`src/rtl/spdif_seq_pkg.sv`:
```
package spdif_seq_pkg;
  typedef enum logic [1:0] {
    PRE_BLK = 2'd0,
    PRE_A   = 2'd1,
    PRE_B   = 2'd2
  } pre_e;
endpackage

```
`src/rtl/spdif_frame_ctr.sv`:
```
module spdif_frame_ctr #(
  parameter int FRAMES = 192,
  localparam int FW = $clog2(FRAMES)
) (
  input  logic          clk_i,
  input  logic          rst_ni,
  input  logic          strobe_a_i,
  input  logic          blk_force_i,
  input  logic          ext_sync_en_i,
  input  logic          word_clk_i,
  input  logic          ext_sync_i,
  output logic [FW-1:0] idx_a_o,
  output logic [FW-1:0] cur_o
);
  logic [FW-1:0] n_q, cur_q, idx;
  logic wc_q, es_q, armed_q;
  logic wc_rise, es_rise, sync_fire;

  assign wc_rise   = word_clk_i & ~wc_q;
  assign es_rise   = ext_sync_i & ~es_q;
  assign sync_fire = ext_sync_en_i & armed_q & es_rise;
  assign idx       = blk_force_i ? '0 : n_q;

  always_ff @(posedge clk_i or negedge rst_ni) begin
    if (!rst_ni) begin
      wc_q    <= 1'b0;
      es_q    <= 1'b0;
      armed_q <= 1'b0;
    end else begin
      wc_q <= word_clk_i;
      es_q <= ext_sync_i;
      if (!ext_sync_en_i)  armed_q <= 1'b0;
      else if (wc_rise)    armed_q <= 1'b1;
      else if (sync_fire)  armed_q <= 1'b0;
    end
  end

  always_ff @(posedge clk_i or negedge rst_ni) begin
    if (!rst_ni) begin
      n_q   <= '0;
      cur_q <= '0;
    end else begin
      if (sync_fire)
        n_q <= '0;
      else if (strobe_a_i)
        n_q <= (idx == FW'(FRAMES - 1)) ? '0 : idx + 1'b1;
      if (strobe_a_i) cur_q <= idx;
    end
  end

  assign idx_a_o = idx;
  assign cur_o   = cur_q;

  AST_FRAME_RANGE: assert property (@(posedge clk_i) disable iff (!rst_ni)
    n_q < FW'(FRAMES));
  AST_SYNC_CLEAR: assert property (@(posedge clk_i) disable iff (!rst_ni)
    sync_fire |=> (n_q == '0));
endmodule

```
`src/rtl/spdif_user_buf.sv`:
```
module spdif_user_buf #(
  parameter int USR_W = 32,
  parameter int FW    = 8,
  localparam int UIW  = $clog2(USR_W)
) (
  input  logic             clk_i,
  input  logic             rst_ni,
  input  logic             load_i,
  input  logic [USR_W-1:0] host_a_i,
  input  logic [USR_W-1:0] host_b_i,
  input  logic             xfer_req_i,
  input  logic             sel_b_i,
  input  logic [FW-1:0]    idx_i,
  output logic             user_bit_o,
  output logic             pend_o
);
  logic [USR_W-1:0] host_a_q, host_b_q, buf_a_q, buf_b_q, buf_a_nx;
  logic             pend_q, xfer;
  logic [UIW-1:0]   bsel;

  assign xfer     = xfer_req_i & pend_q;
  assign buf_a_nx = xfer ? host_a_q : buf_a_q;
  assign bsel     = UIW'(idx_i % FW'(USR_W));
  // B side is read after the A-edge transfer, so the register already holds new data
  assign user_bit_o = sel_b_i ? buf_b_q[bsel] : buf_a_nx[bsel];

  always_ff @(posedge clk_i or negedge rst_ni) begin
    if (!rst_ni) begin
      host_a_q <= '0;
      host_b_q <= '0;
      buf_a_q  <= '0;
      buf_b_q  <= '0;
      pend_q   <= 1'b0;
    end else begin
      if (xfer) begin
        buf_a_q <= host_a_q;
        buf_b_q <= host_b_q;
      end
      if (load_i) begin
        host_a_q <= host_a_i;
        host_b_q <= host_b_i;
        pend_q   <= 1'b1;
      end else if (xfer) begin
        pend_q   <= 1'b0;
      end
    end
  end

  assign pend_o = pend_q;

  AST_PEND_SET: assert property (@(posedge clk_i) disable iff (!rst_ni)
    load_i |=> pend_q);
  AST_PEND_DROP: assert property (@(posedge clk_i) disable iff (!rst_ni)
    (xfer && !load_i) |=> !pend_q);
endmodule

```
`src/rtl/spdif_subframe_fmt.sv`:
```
module spdif_subframe_fmt
  import spdif_seq_pkg::*;
#(
  parameter int AW   = 24,
  parameter int FW   = 8,
  parameter int CS_W = 8,
  localparam int CIW = $clog2(CS_W)
) (
  input  logic            clk_i,
  input  logic            rst_ni,
  input  logic            strobe_i,
  input  logic            sel_b_i,
  input  logic            auto_i,
  input  logic            blk_force_i,
  input  logic [FW-1:0]   idx_i,
  input  logic            valid_a_i,
  input  logic            valid_b_i,
  input  logic [CS_W-1:0] cs_a_i,
  input  logic [CS_W-1:0] cs_b_i,
  input  logic            str_valid_i,
  input  logic            str_cs_i,
  input  logic            user_bit_i,
  input  logic [AW-1:0]   audio_i,
  output logic            out_valid_o,
  output logic [1:0]      pre_o,
  output logic [AW-1:0]   audio_o,
  output logic            v_o,
  output logic            u_o,
  output logic            c_o,
  output logic            p_o,
  output logic [FW-1:0]   frame_o,
  output logic            blk_start_o
);
  logic v_d, c_d, p_d, blk_d, cs_bit;
  pre_e pre_d;

  assign cs_bit = (idx_i < FW'(CS_W)) &
                  (sel_b_i ? cs_b_i[idx_i[CIW-1:0]] : cs_a_i[idx_i[CIW-1:0]]);

  always_comb begin
    if (auto_i) begin
      v_d   = sel_b_i ? valid_b_i : valid_a_i;
      c_d   = cs_bit;
      blk_d = ~sel_b_i & (idx_i == '0);
    end else begin
      v_d   = str_valid_i;
      c_d   = str_cs_i;
      blk_d = ~sel_b_i & blk_force_i;
    end
    if (sel_b_i)    pre_d = PRE_B;
    else if (blk_d) pre_d = PRE_BLK;
    else            pre_d = PRE_A;
    p_d = ^{audio_i, v_d, user_bit_i, c_d};
  end

  always_ff @(posedge clk_i or negedge rst_ni) begin
    if (!rst_ni) begin
      out_valid_o <= 1'b0;
      pre_o       <= '0;
      audio_o     <= '0;
      v_o         <= 1'b0;
      u_o         <= 1'b0;
      c_o         <= 1'b0;
      p_o         <= 1'b0;
      frame_o     <= '0;
      blk_start_o <= 1'b0;
    end else begin
      out_valid_o <= strobe_i;
      if (strobe_i) begin
        pre_o       <= pre_d;
        audio_o     <= audio_i;
        v_o         <= v_d;
        u_o         <= user_bit_i;
        c_o         <= c_d;
        p_o         <= p_d;
        frame_o     <= idx_i;
        blk_start_o <= blk_d & auto_i;
      end
    end
  end

  AST_PARITY_EVEN: assert property (@(posedge clk_i) disable iff (!rst_ni)
    out_valid_o |-> !(^{audio_o, v_o, u_o, c_o, p_o}));
  AST_BLK_FRAME0: assert property (@(posedge clk_i) disable iff (!rst_ni)
    (out_valid_o && pre_o == PRE_BLK) |-> (frame_o == '0));
  AST_BLK_FLAG_PRE: assert property (@(posedge clk_i) disable iff (!rst_ni)
    blk_start_o |-> (pre_o == PRE_BLK));
  AST_BLK_AUTO_ONLY: assert property (@(posedge clk_i) disable iff (!rst_ni)
    (strobe_i && !auto_i) |=> !blk_start_o);
  AST_OUT_ONE_CYCLE: assert property (@(posedge clk_i) disable iff (!rst_ni)
    out_valid_o |-> $past(strobe_i));
endmodule

```
`src/rtl/spdif_frame_seq.sv`:
```
module spdif_frame_seq #(
  parameter int AW     = 24,
  parameter int FRAMES = 192,
  parameter int USR_W  = 32,
  parameter int CS_W   = 8,
  localparam int FW    = $clog2(FRAMES)
) (
  input  logic             clk_i,
  input  logic             rst_ni,
  input  logic             auto_mode_i,
  input  logic             valid_a_i,
  input  logic             valid_b_i,
  input  logic [CS_W-1:0]  cs_byte0_a_i,
  input  logic [CS_W-1:0]  cs_byte0_b_i,
  input  logic             ext_sync_en_i,
  input  logic             word_clk_i,
  input  logic             ext_sync_i,
  input  logic             user_load_i,
  input  logic [USR_W-1:0] user_a_i,
  input  logic [USR_W-1:0] user_b_i,
  input  logic             sub_valid_i,
  input  logic             sub_b_i,
  input  logic [AW-1:0]    audio_i,
  input  logic             str_blk_i,
  input  logic             str_valid_i,
  input  logic             str_cs_i,
  output logic             out_valid_o,
  output logic [1:0]       pre_o,
  output logic [AW-1:0]    audio_o,
  output logic             v_o,
  output logic             u_o,
  output logic             c_o,
  output logic             p_o,
  output logic [FW-1:0]    frame_o,
  output logic             blk_start_o,
  output logic             usr_pend_o
);
  logic          strobe_a, blk_force, user_bit;
  logic [FW-1:0] idx_a, cur, idx;

  assign strobe_a  = sub_valid_i & ~sub_b_i;
  assign blk_force = ~auto_mode_i & str_blk_i & ~sub_b_i;
  assign idx       = sub_b_i ? cur : idx_a;

  spdif_frame_ctr #(.FRAMES(FRAMES)) u_ctr (
    .clk_i, .rst_ni,
    .strobe_a_i    (strobe_a),
    .blk_force_i   (blk_force),
    .ext_sync_en_i,
    .word_clk_i,
    .ext_sync_i,
    .idx_a_o       (idx_a),
    .cur_o         (cur)
  );

  spdif_user_buf #(.USR_W(USR_W), .FW(FW)) u_ubuf (
    .clk_i, .rst_ni,
    .load_i     (user_load_i),
    .host_a_i   (user_a_i),
    .host_b_i   (user_b_i),
    .xfer_req_i (strobe_a && idx_a == '0),
    .sel_b_i    (sub_b_i),
    .idx_i      (idx),
    .user_bit_o (user_bit),
    .pend_o     (usr_pend_o)
  );

  spdif_subframe_fmt #(.AW(AW), .FW(FW), .CS_W(CS_W)) u_fmt (
    .clk_i, .rst_ni,
    .strobe_i    (sub_valid_i),
    .sel_b_i     (sub_b_i),
    .auto_i      (auto_mode_i),
    .blk_force_i (blk_force),
    .idx_i       (idx),
    .valid_a_i, .valid_b_i,
    .cs_a_i      (cs_byte0_a_i),
    .cs_b_i      (cs_byte0_b_i),
    .str_valid_i, .str_cs_i,
    .user_bit_i  (user_bit),
    .audio_i,
    .out_valid_o, .pre_o, .audio_o, .v_o, .u_o, .c_o, .p_o, .frame_o, .blk_start_o
  );
endmodule

```
`config.mk`:
```
export PLATFORM = sky130hd
export DESIGN_NAME = spdif_frame_seq
export DESIGN_NICKNAME = d
export VERILOG_FILES = /design/src/rtl/spdif_seq_pkg.sv /design/src/rtl/spdif_frame_ctr.sv /design/src/rtl/spdif_user_buf.sv /design/src/rtl/spdif_subframe_fmt.sv /design/src/rtl/spdif_frame_seq.sv
export SDC_FILE = /design/constraint.sdc
export NUM_CORES = 1
export LEC_CHECK = 0
export BUFFER_PORTS_ARGS = -buffer_cell sky130_fd_sc_hd__buf_2
export CAP_MARGIN = 40
export CORE_MARGIN = 8
export CORE_UTILIZATION = 25
export CTS_BUF_LIST = sky130_fd_sc_hd__clkbuf_16
export CTS_CLUSTER_DIAMETER = 100
export DETAILED_ROUTE_END_ITERATION = 10
export PLACE_DENSITY_LB_ADDON = 0.2
export SYNTH_ARGS = -nofsm -noshare
export SYNTH_HDL_FRONTEND = slang
export SYNTH_HIERARCHICAL = 1
export SYNTH_SLANG_ARGS = --single-unit
export TNS_END_PERCENT = 100
```
`constraint.sdc`:
```
create_clock -name clk_i -period 8.9 [get_ports clk_i]
set_clock_uncertainty 0.05 [all_clocks]
set_input_delay 1.78 -clock clk_i [delete_from_list [all_inputs] [get_ports clk_i]]
set_output_delay 1.78 -clock clk_i [all_outputs]
set_load 0.02 [all_outputs]
```
Word-level counts from Yosys, hierarchy flattened
Cells that the tools add are included.
Widths: inputs -> output; s select.
{"block": "classes", "addsub": 1, "order_cmp": 3, "eq_ne": 2, "mux": 27, "bitwise_logic": 16, "n_reduce_logical": 6}
{"op": "$mux 8", "n": 5}
{"op": "$mux 32", "n": 1}
{"op": "$reduce_xor 27->1", "n": 1}
{"op": "$logic_not 8->1", "n": 2}
{"op": "$mux 1", "n": 16}
{"op": "$and 1x1->1", "n": 12}
{"op": "$bmux 1 s5", "n": 2}
{"op": "$add 8x1->8 const B", "n": 1}
{"op": "$eq 8x8->1 const B", "n": 1}
{"op": "$lt 8x4->1 const B", "n": 1}
{"op": "$bmux 1 s3", "n": 2}
{"op": "$lt 5x6->1 const B", "n": 1}
{"op": "$lt 3x4->1 const B", "n": 1}
{"op": "$not 1->1", "n": 4}
{"op": "$reduce_bool 2->1", "n": 2}
{"op": "$ne 3x1->1 const B", "n": 1}
{"op": "$mux 2", "n": 1}
{"op": "$logic_and 1x1->1", "n": 1}
{"block": "word_totals", "ff_bits": 188, "in_bits": 118, "output_inout_bits": 41, "word_cells": 74}

Depth between registers and ports, before layout
Gate-level depths: netlist of the first run.
{"block": "logic_depth", "word_depth": 12, "depth_mapped": 20, "ltp_nobuf": 16}

Hierarchy
The synthesis of the first run kept the hierarchy.
{"mod": "spdif_user_buf", "n_inst": 1, "cells_each": 372, "area_per_inst_um2": 5601.6, "seq_area_each_um2": 3228.1}
{"mod": "spdif_subframe_fmt", "n_inst": 1, "cells_each": 137, "area_per_inst_um2": 1935.6, "seq_area_each_um2": 1001.0}
{"mod": "spdif_frame_ctr", "n_inst": 1, "cells_each": 86, "area_per_inst_um2": 964.7, "seq_area_each_um2": 475.5}
{"mod": "spdif_frame_seq", "n_inst": 1, "cells_each": 14, "area_per_inst_um2": 171.4, "seq_area_each_um2": 0.0}

Worst setup path before layout of the first run
OpenSTA, ideal clock, no wires.
{"block": "synth_timing", "kind": "input port to flip-flop", "start": "in sub_b_i", "end": "reg u_fmt.p_o", "setup_time_ns": 0.139, "arrival_ns": 5.507, "required_time_ns": 8.711, "slack_ns": 3.204, "path_stages": 19, "path_buffers": 4, "cell_sequence": "buf_6 > nor3b_1 > clkbuf_1 > nor2b_1 > nor4_1 > and3_1 > nand2_2 > buf_6 > buf_8 > mux2_4 > o22ai_1 > or3_1 > a221oi_1 > xnor2_1 > xnor2_1 > xnor3_1 > xnor3_1 > xnor2_1 > a21oi_1"}
{"block": "synth_between", "elab_chain_cells": 11, "word_cells_on_any_way": 25, "classes_between": "1 x order compare; 16 x mux; 5 x bitwise; 3 x reduce/logical"}
{"element": "start: declaration", "line_no": "spdif_frame_seq.sv:22", "rtl": "input logic sub_b_i,"}
{"element": "$not 1->1", "line_no": "spdif_frame_seq.sv:42", "rtl": "assign blk_force = ~auto_mode_i & str_blk_i & ~sub_b_i;"}
{"element": "$and 1x1->1", "line_no": "spdif_frame_seq.sv:42"}
{"element": "via blk_force", "line_no": "spdif_frame_seq.sv:38", "rtl": "logic strobe_a, blk_force, user_bit;"}
{"element": "$mux 8", "line_no": "spdif_frame_ctr.sv:22", "rtl": "assign idx = blk_force_i ? '0 : n_q;"}
{"element": "via idx_a[0]", "line_no": "spdif_frame_seq.sv:39", "rtl": "logic [FW-1:0] idx_a, cur, idx;"}
{"element": "$logic_not 8->1", "line_no": "spdif_frame_seq.sv:61", "rtl": ".xfer_req_i (strobe_a && idx_a == '0),"}
{"element": "$logic_and 1x1->1", "line_no": "spdif_frame_seq.sv:61"}
{"element": "$and 1x1->1", "line_no": "spdif_user_buf.sv:21", "rtl": "assign xfer = xfer_req_i & pend_q;"}
{"element": "$mux 32", "line_no": "spdif_user_buf.sv:22", "rtl": "assign buf_a_nx = xfer ? host_a_q : buf_a_q;"}
{"element": "via u_ubuf.buf_a_nx[10]", "line_no": "spdif_user_buf.sv:17", "rtl": "logic [USR_W-1:0] host_a_q, host_b_q, buf_a_q, buf_b_q, buf_a_nx;"}
{"element": "$bmux 1 s5", "line_no": "spdif_user_buf.sv:25", "rtl": "assign user_bit_o = sel_b_i ? buf_b_q[bsel] : buf_a_nx[bsel];"}
{"element": "$mux 1 (not written as such)", "line_no": "spdif_user_buf.sv:25"}
{"element": "$mux 1", "line_no": "spdif_user_buf.sv:25"}
{"element": "via user_bit", "line_no": "spdif_frame_seq.sv:38"}
{"element": "$reduce_xor 27->1", "line_no": "spdif_subframe_fmt.sv:53", "rtl": "p_d = ^{audio_i, v_d, user_bit_i, c_d};"}
{"element": "end signal: assignment", "line_no": "spdif_subframe_fmt.sv:75", "rtl": "p_o <= p_d;"}
{"element": "end: declaration", "line_no": "spdif_subframe_fmt.sv:30", "rtl": "output logic p_o,"}
The timed path passes the listed nets, and every way through them passes these cells. The select of a mux whose other input is x is not followed.
A chain may end at the register's enable or synchronous reset.

Worst setup path in the final report of the first run
Ends and elaborated chain as after synthesis.

==> impl_metrics.toml, run 1 <==
[routing]
drc_errors = 0
first_iter_violations = 221
wl_per_cell_um = 17.9
drt_wl_total_um = 22000
first_pass_iters = 4
via_count = 5442
final_antenna_net_count = 0
viasPerCell = 4.42

[pwr]
power_density_nw_per_um2 = 261
leakagePower_nw = 4.69
vdd_drop_max_uv = 140
total_power_mw = 2.77

[die]
rows = 68
dieHeight_um = 202
start_util_pct = 25.2
num_io_pins = 159
die_width_um = 202
core_sq_um = 34400
dieArea_sq_um = 40900

[synth]
synth_top_family_by_area = "multiplexers"
synthAdderAreaFrac_pct = 0.144
ys_ff_latch = 188
synth_area_sq_um = 8670
synth_simple_gate_area_share_pct = 6.23
ys_seq_area_share_pct = 54.2
synth-xor-area-share_pct = 2.89
synthDistinctLibCells = 64
syn_area_per_cell_sq_um = 14.2
synth-main-ff-cell = "dfrtp_1"
netlist_instances = 609
synth_nets = 728
async_flop_share_pct = 100
synth_mux_area_share_pct = 29.6
yosys_warnings = 6
synth_compound_gate_area_share_pct = 4.46
synth_edf_count = 0

[timing]
grt_setup_unrepaired = "false"
timing.final.ws_setup_ps = 2510
slew_headroom_pct = 48.8
timing.final.crit_share_pct = 71.8
period_needed_ps = 6390
holdWs_ps = 448
hold_viol_final = 0
setup-tns-final_ps = 0
slew_viol_final = 0
max_freq_mhz = 157
tightest_slew_ps = 768
setup_viol = 0

[final_layout]
layout.nets = 881
design_area_sq_um = 10600
post-route-util_pct = 30.9
nFillCells = 3501
final_cell_mix = "dfrtp_1 (188), mux2_2 (172), buf_2 (157)"
layout_commonest_cell = "dfrtp_1"
final_cell_count_no_fill = 1231
area_delta_synth_final_pct = 22.3
register_area_sq_um = 4700
layout-drive-gt1-share_pct = 51.0
multiInputGateArea_sq_um = 3770

[outcome]
status = "completed"

[job]
maxCapViolCount = 0

[worst_setup_path]
worstPathMaxFanout = 52
crit_required_ps = 9150
endpoint_kind = "flop"
worst_setup_path_start_kind = "input port"
r2r_cells = 16
worstPathArrival_ps = 6630
critPathKind = "input port to flop"

[placement]
port_buffers = 158
dp_cells = 1198
place_area_sq_um = 9990
pre_cts_slack_ps = 2040
dp_hpwl_um = 15800
gp_congestion = 0.773

[cts]
ctsResizeCount = 0
clock_latency_ps = 440
clock_path_buffers = 2
cts_sinks = 188
cts_root_buffer = "clkbuf_16"
post-cts-setup-buffers = 0
holdBufCountCts = 0
cts_tree = "yes"
numCtsBuffers = 17
htree_levels = 4
clk_pin_slew_ps = 80

[global_routing]
antenna_found_initial = 2
grt_pass1_vias = 5964
grt_first_pass_wirelength_um = 35600
gr-usage-all-layers_pct = 11.0
gr-total-overflow = 0
grt_max_degree = 60

[min_path]
hold_class = "flop to flop"
min_path_cells = 1
metal layers:
metal	part of all wire, %	up-vias	GRT usage [%]	wire length [um]
met5	0.059	-	0	13
met4	0.71	2	2.56	157
met3	6.9	13	3.70	1510
met2	45	150	16.7	9950
met1	47	2730	14.9	10400
li1	-	2547	-	-
power breakdown:
part / total (mW) / leakage, nW / switching [mW] / internal [mW]
clock network: 0.796 / 0.299 / 0.369 / 0.426
registers: 1.18 / 2.26 / 0.106 / 1.07
logic: 0.802 / 2.13 / 0.374 / 0.428
Yosys cell counts (3+ instances only):
master    number  area [sq um]
o22ai_1        6          37.5
mux2_4        10           150
mux2_2       172          1940
buf_2         10          50.1
inv_1          9          33.8
dfrtp_1      188          4700
xnor3_1        3          67.6
buf_6          3          33.8
nand3b_1       4          30.0
nor2_1        14          52.6
nand3_1       10          50.1
clkbuf_1      16          60.1
a21oi_1        7          35.0
and4b_1        3          30.0
a31oi_1        3          18.8
nor2b_1       10          62.6
nor4_1         5          31.3
and3_1         4          25.0
nand2b_1       6          37.5
a221oi_1       3          26.3
mux4_1         5           131
mux2i_1       24           240
nand2_1       13          48.8
a22oi_1        3          22.5
mux4_2         5           113
nor3_1         4          20.0
xnor2_1       18           158
o21ai_0        6          30.0
flip-flops by register name, summed over array words and instances (netlist names):
name               flops
u_fmt/out_valid_o      1
u_fmt/frame_o          8
u_ctr/es_q             1
u_fmt/blk_start_o      1
u_ubuf/pend_o          1
u_ubuf/host_a_q       32
u_fmt/c_o              1
u_ubuf/host_b_q       32
u_ctr/armed_q          1
u_ubuf/buf_a_q        32
u_fmt/p_o              1
u_ctr/cur_o            8
u_fmt/v_o              1
u_fmt/u_o              1
u_ubuf/buf_b_q        32
u_ctr/n_q              8
u_fmt/audio_o         24
u_ctr/wc_q             1
u_fmt/pre_o            2
path summary, 6_finish.rpt:
path	start	slack (ps)	to
min in group asynchronous	rst_ni	1250	u_ctr/wc_q
max in group asynchronous	rst_ni	6410	u_ubuf/host_a_q[23]
max reg2reg	u_ctr/n_q[6]	4110	u_fmt/p_o
min reg2reg	u_ubuf/buf_a_q[11]	450	u_ubuf/buf_a_q[11]
max	sub_b_i	2510	u_fmt/p_o
min	u_ubuf/buf_a_q[11]	450	u_ubuf/buf_a_q[11]
kinds of logic (layout without fill, tap and decap cells):
logic type	Yosys count	count (layout)
flip-flops	188	188
buffers and inverters	41	207
multiplexers	216	216
other	0	1
AO/OA/AOI/OAI	48	48
adder cells (fa/ha/maj)	1	1
AND/OR/NAND/NOR	92	92
XOR/XNOR	23	23
final cells by class:
type                            count  share of cell area, %
Timing Repair Buffer              166                   8.67
Sequential cell                   188                   44.4
Antenna cell                        1                 0.0236
Tap cell                          455                   5.37
Inverter                            9                  0.319
Multi-Input combinational cell    380                   35.5
Clock inverter                     15                   1.73
Clock buffer                       17                   4.01
critical path: stages:
cell	delay, ps
buf_2	510
nor3b_1	120
buf_4	210
nor2b_1	310
nor4_1	110
and3_1	250
nand2_4	320
buf_16	310
mux2_2	220
mux2_2	150
o22ai_1	80
or3_1	310
a221oi_1	680
xnor2_1	210
xnor2_1	210
xnor3_1	230
xnor3_1	380
xnor2_1	140
a21oi_1	80
Note: power is estimated with default switching activity, not from simulation.
==> run 2, diff against run 1 <==
Clock period 8.9 ns to 6.45 ns, I/O delays scaled along.
==> impl_metrics.toml, run 2 (synthesized netlist as in run 1, its figures left out) <==
[cts]
cts_sinks = 188
clk_pin_slew_ps = 70
clock_latency_ps = 440
numCtsBuffers = 17
htree_levels = 4
ctsResizeCount = 0
holdBufCountCts = 0
cts_tree = "yes"
cts_root_buffer = "clkbuf_16"
post-cts-setup-buffers = 0
clock_path_buffers = 2

[timing]
tightest_slew_ps = 836
slew_viol_final = 0
max_freq_mhz = 178
hold_viol_final = 0
setup_viol = 0
holdWs_ps = 450
setup-tns-final_ps = 0
period_needed_ps = 5620
grt_setup_unrepaired = "false"
timing.final.crit_share_pct = 87.2
slew_headroom_pct = 44.3
timing.final.ws_setup_ps = 827

[final_layout]
layout-drive-gt1-share_pct = 51.3
multiInputGateArea_sq_um = 3770
layout_commonest_cell = "dfrtp_1"
register_area_sq_um = 4700
layout.nets = 887
nFillCells = 3527
area_delta_synth_final_pct = 22.4
antennaDiodeCount = 0
final_cell_mix = "dfrtp_1 (188), mux2_2 (172), buf_2 (157)"

[die]
num_io_pins = 159
core_sq_um = 34400
dieHeight_um = 202
dieArea_sq_um = 40900
start_util_pct = 25.2
die_width_um = 202
rows = 68

[routing]
first_iter_violations = 180
first_pass_iters = 4
viasPerCell = 4.44
wl_per_cell_um = 17.9
final_antenna_net_count = 0
drt_wl_total_um = 22200
via_count = 5486
drc_errors = 0

[placement]
port_buffers = 158
dp_hpwl_um = 15900
pre_cts_slack_ps = 413
gp_congestion = 0.729

[worst_setup_path]
cpMostUsedCell = "xnor2_1"
critPathKind = "input port to flop"
crit_family = "simple AND/OR/NAND/NOR gates"
critPathMaxStageDelay_ps = 740
endpoint_kind = "flop"
crit_chain = "buf_2, nor3b_1, buf_4, nor2b_1, nor4_1, and3_1, nand2_4, buf_4, a311oi_1, o21ai_0, a21oi_1, or3_1, a221oi_1, xnor2_1, xnor2_1, xnor3_1, xnor3_1, xnor2_1, a21oi_1"
worst-path-stages = 19
worstPathArrival_ps = 5870
slowest_stage = "a221oi_1"
crit_required_ps = 6700
critPathBufInv = 3
r2r_cells = 16
worstPathMaxFanout = 43
worst_setup_path_start_kind = "input port"

[pwr]
p_seq_share_pct = 42.4
leakagePower_nw = 4.71
sw_frac_of_total_pct = 31.3
p_switching_mw = 1.19
p_int_mw = 2.62
total_power_mw = 3.82
comb_power_share_pct = 29.1
power_density_nw_per_um2 = 360
vdd_drop_max_uv = 192
clockPowerShare_pct = 28.4

[outcome]
status = "completed"

[global_routing]
gr-total-overflow = 0
grt_pass1_vias = 6042
antenna_found_initial = 2
gr-usage-all-layers_pct = 11.0
grt_first_pass_wirelength_um = 35600
grt_max_degree = 95

[min_path]
hold_class = "flop to flop"
min_path_cells = 1

[job]
maxCapViolCount = 0
==> run 2: changes by cell type in the layout (fill, tap and decap cells not counted), sizes merged <==
| cell | delta |
|---|---|
| diode | -1 |
| buf | +6 |
| clkinv | -1 |
| bufinv | -1 |
| inv | +2 |
==> run 2: final cells by class <==
| cell class | count | area share [%] |
|---|---|---|
| Clock buffer | 17 | 4.01 |
| Clock inverter | 15 | 1.72 |
| Inverter | 9 | 0.318 |
| Multi-Input combinational cell | 380 | 35.5 |
| Sequential cell | 188 | 44.3 |
| Tap cell | 455 | 5.36 |
| Timing Repair Buffer | 172 | 8.83 |
==> run 2: routing by layer <==
layer,share of wire [%],track usage [%]
met3,5.5,3.73
met5,0.10,0
met2,46,17.1
met1,48,14.7
met4,0.65,2.41
==> run 2: worst paths after layout <==
check | to | slack [ps] | startpoint
min in group asynchronous | u_ctr/armed_q | 610 | rst_ni
setup reg to reg | u_fmt/p_o | 1540 | u_ctr/n_q[6]
setup / recovery | u_fmt/p_o | 830 | str_blk_i
hold / removal | u_ubuf/buf_a_q[20] | 450 | u_ubuf/buf_a_q[20]
hold reg to reg | u_ubuf/buf_a_q[20] | 450 | u_ubuf/buf_a_q[20]
max in group asynchronous | u_ubuf/buf_b_q[5] | 4410 | rst_ni
==> run 2: power groups by stage <==
stage | clock network [mW] | logic [mW] | registers [mW]
finish | 1.09 | 1.11 | 1.62
global route | 1.18 | 1.22 | 1.66
CTS | 1.13 | 1.14 | 1.63
detailed placement | 0 | 1.13 | 1.65
global placement | 0 | 1.12 | 1.64
floorplan | 0 | 0.808 | 1.64
==> run 2: metrics by stage <==
step           cells  utilization (%)  instance area (sq um)
4_1_cts         1236             30.9                  10600
6_report        1236             30.9                  10600
2_1_floorplan    609                -                   8670
5_1_grt         1236             30.9                  10600
3_5_place_dp    1204             29.1                  10000
3_3_place_gp    1202             29.0                   9960
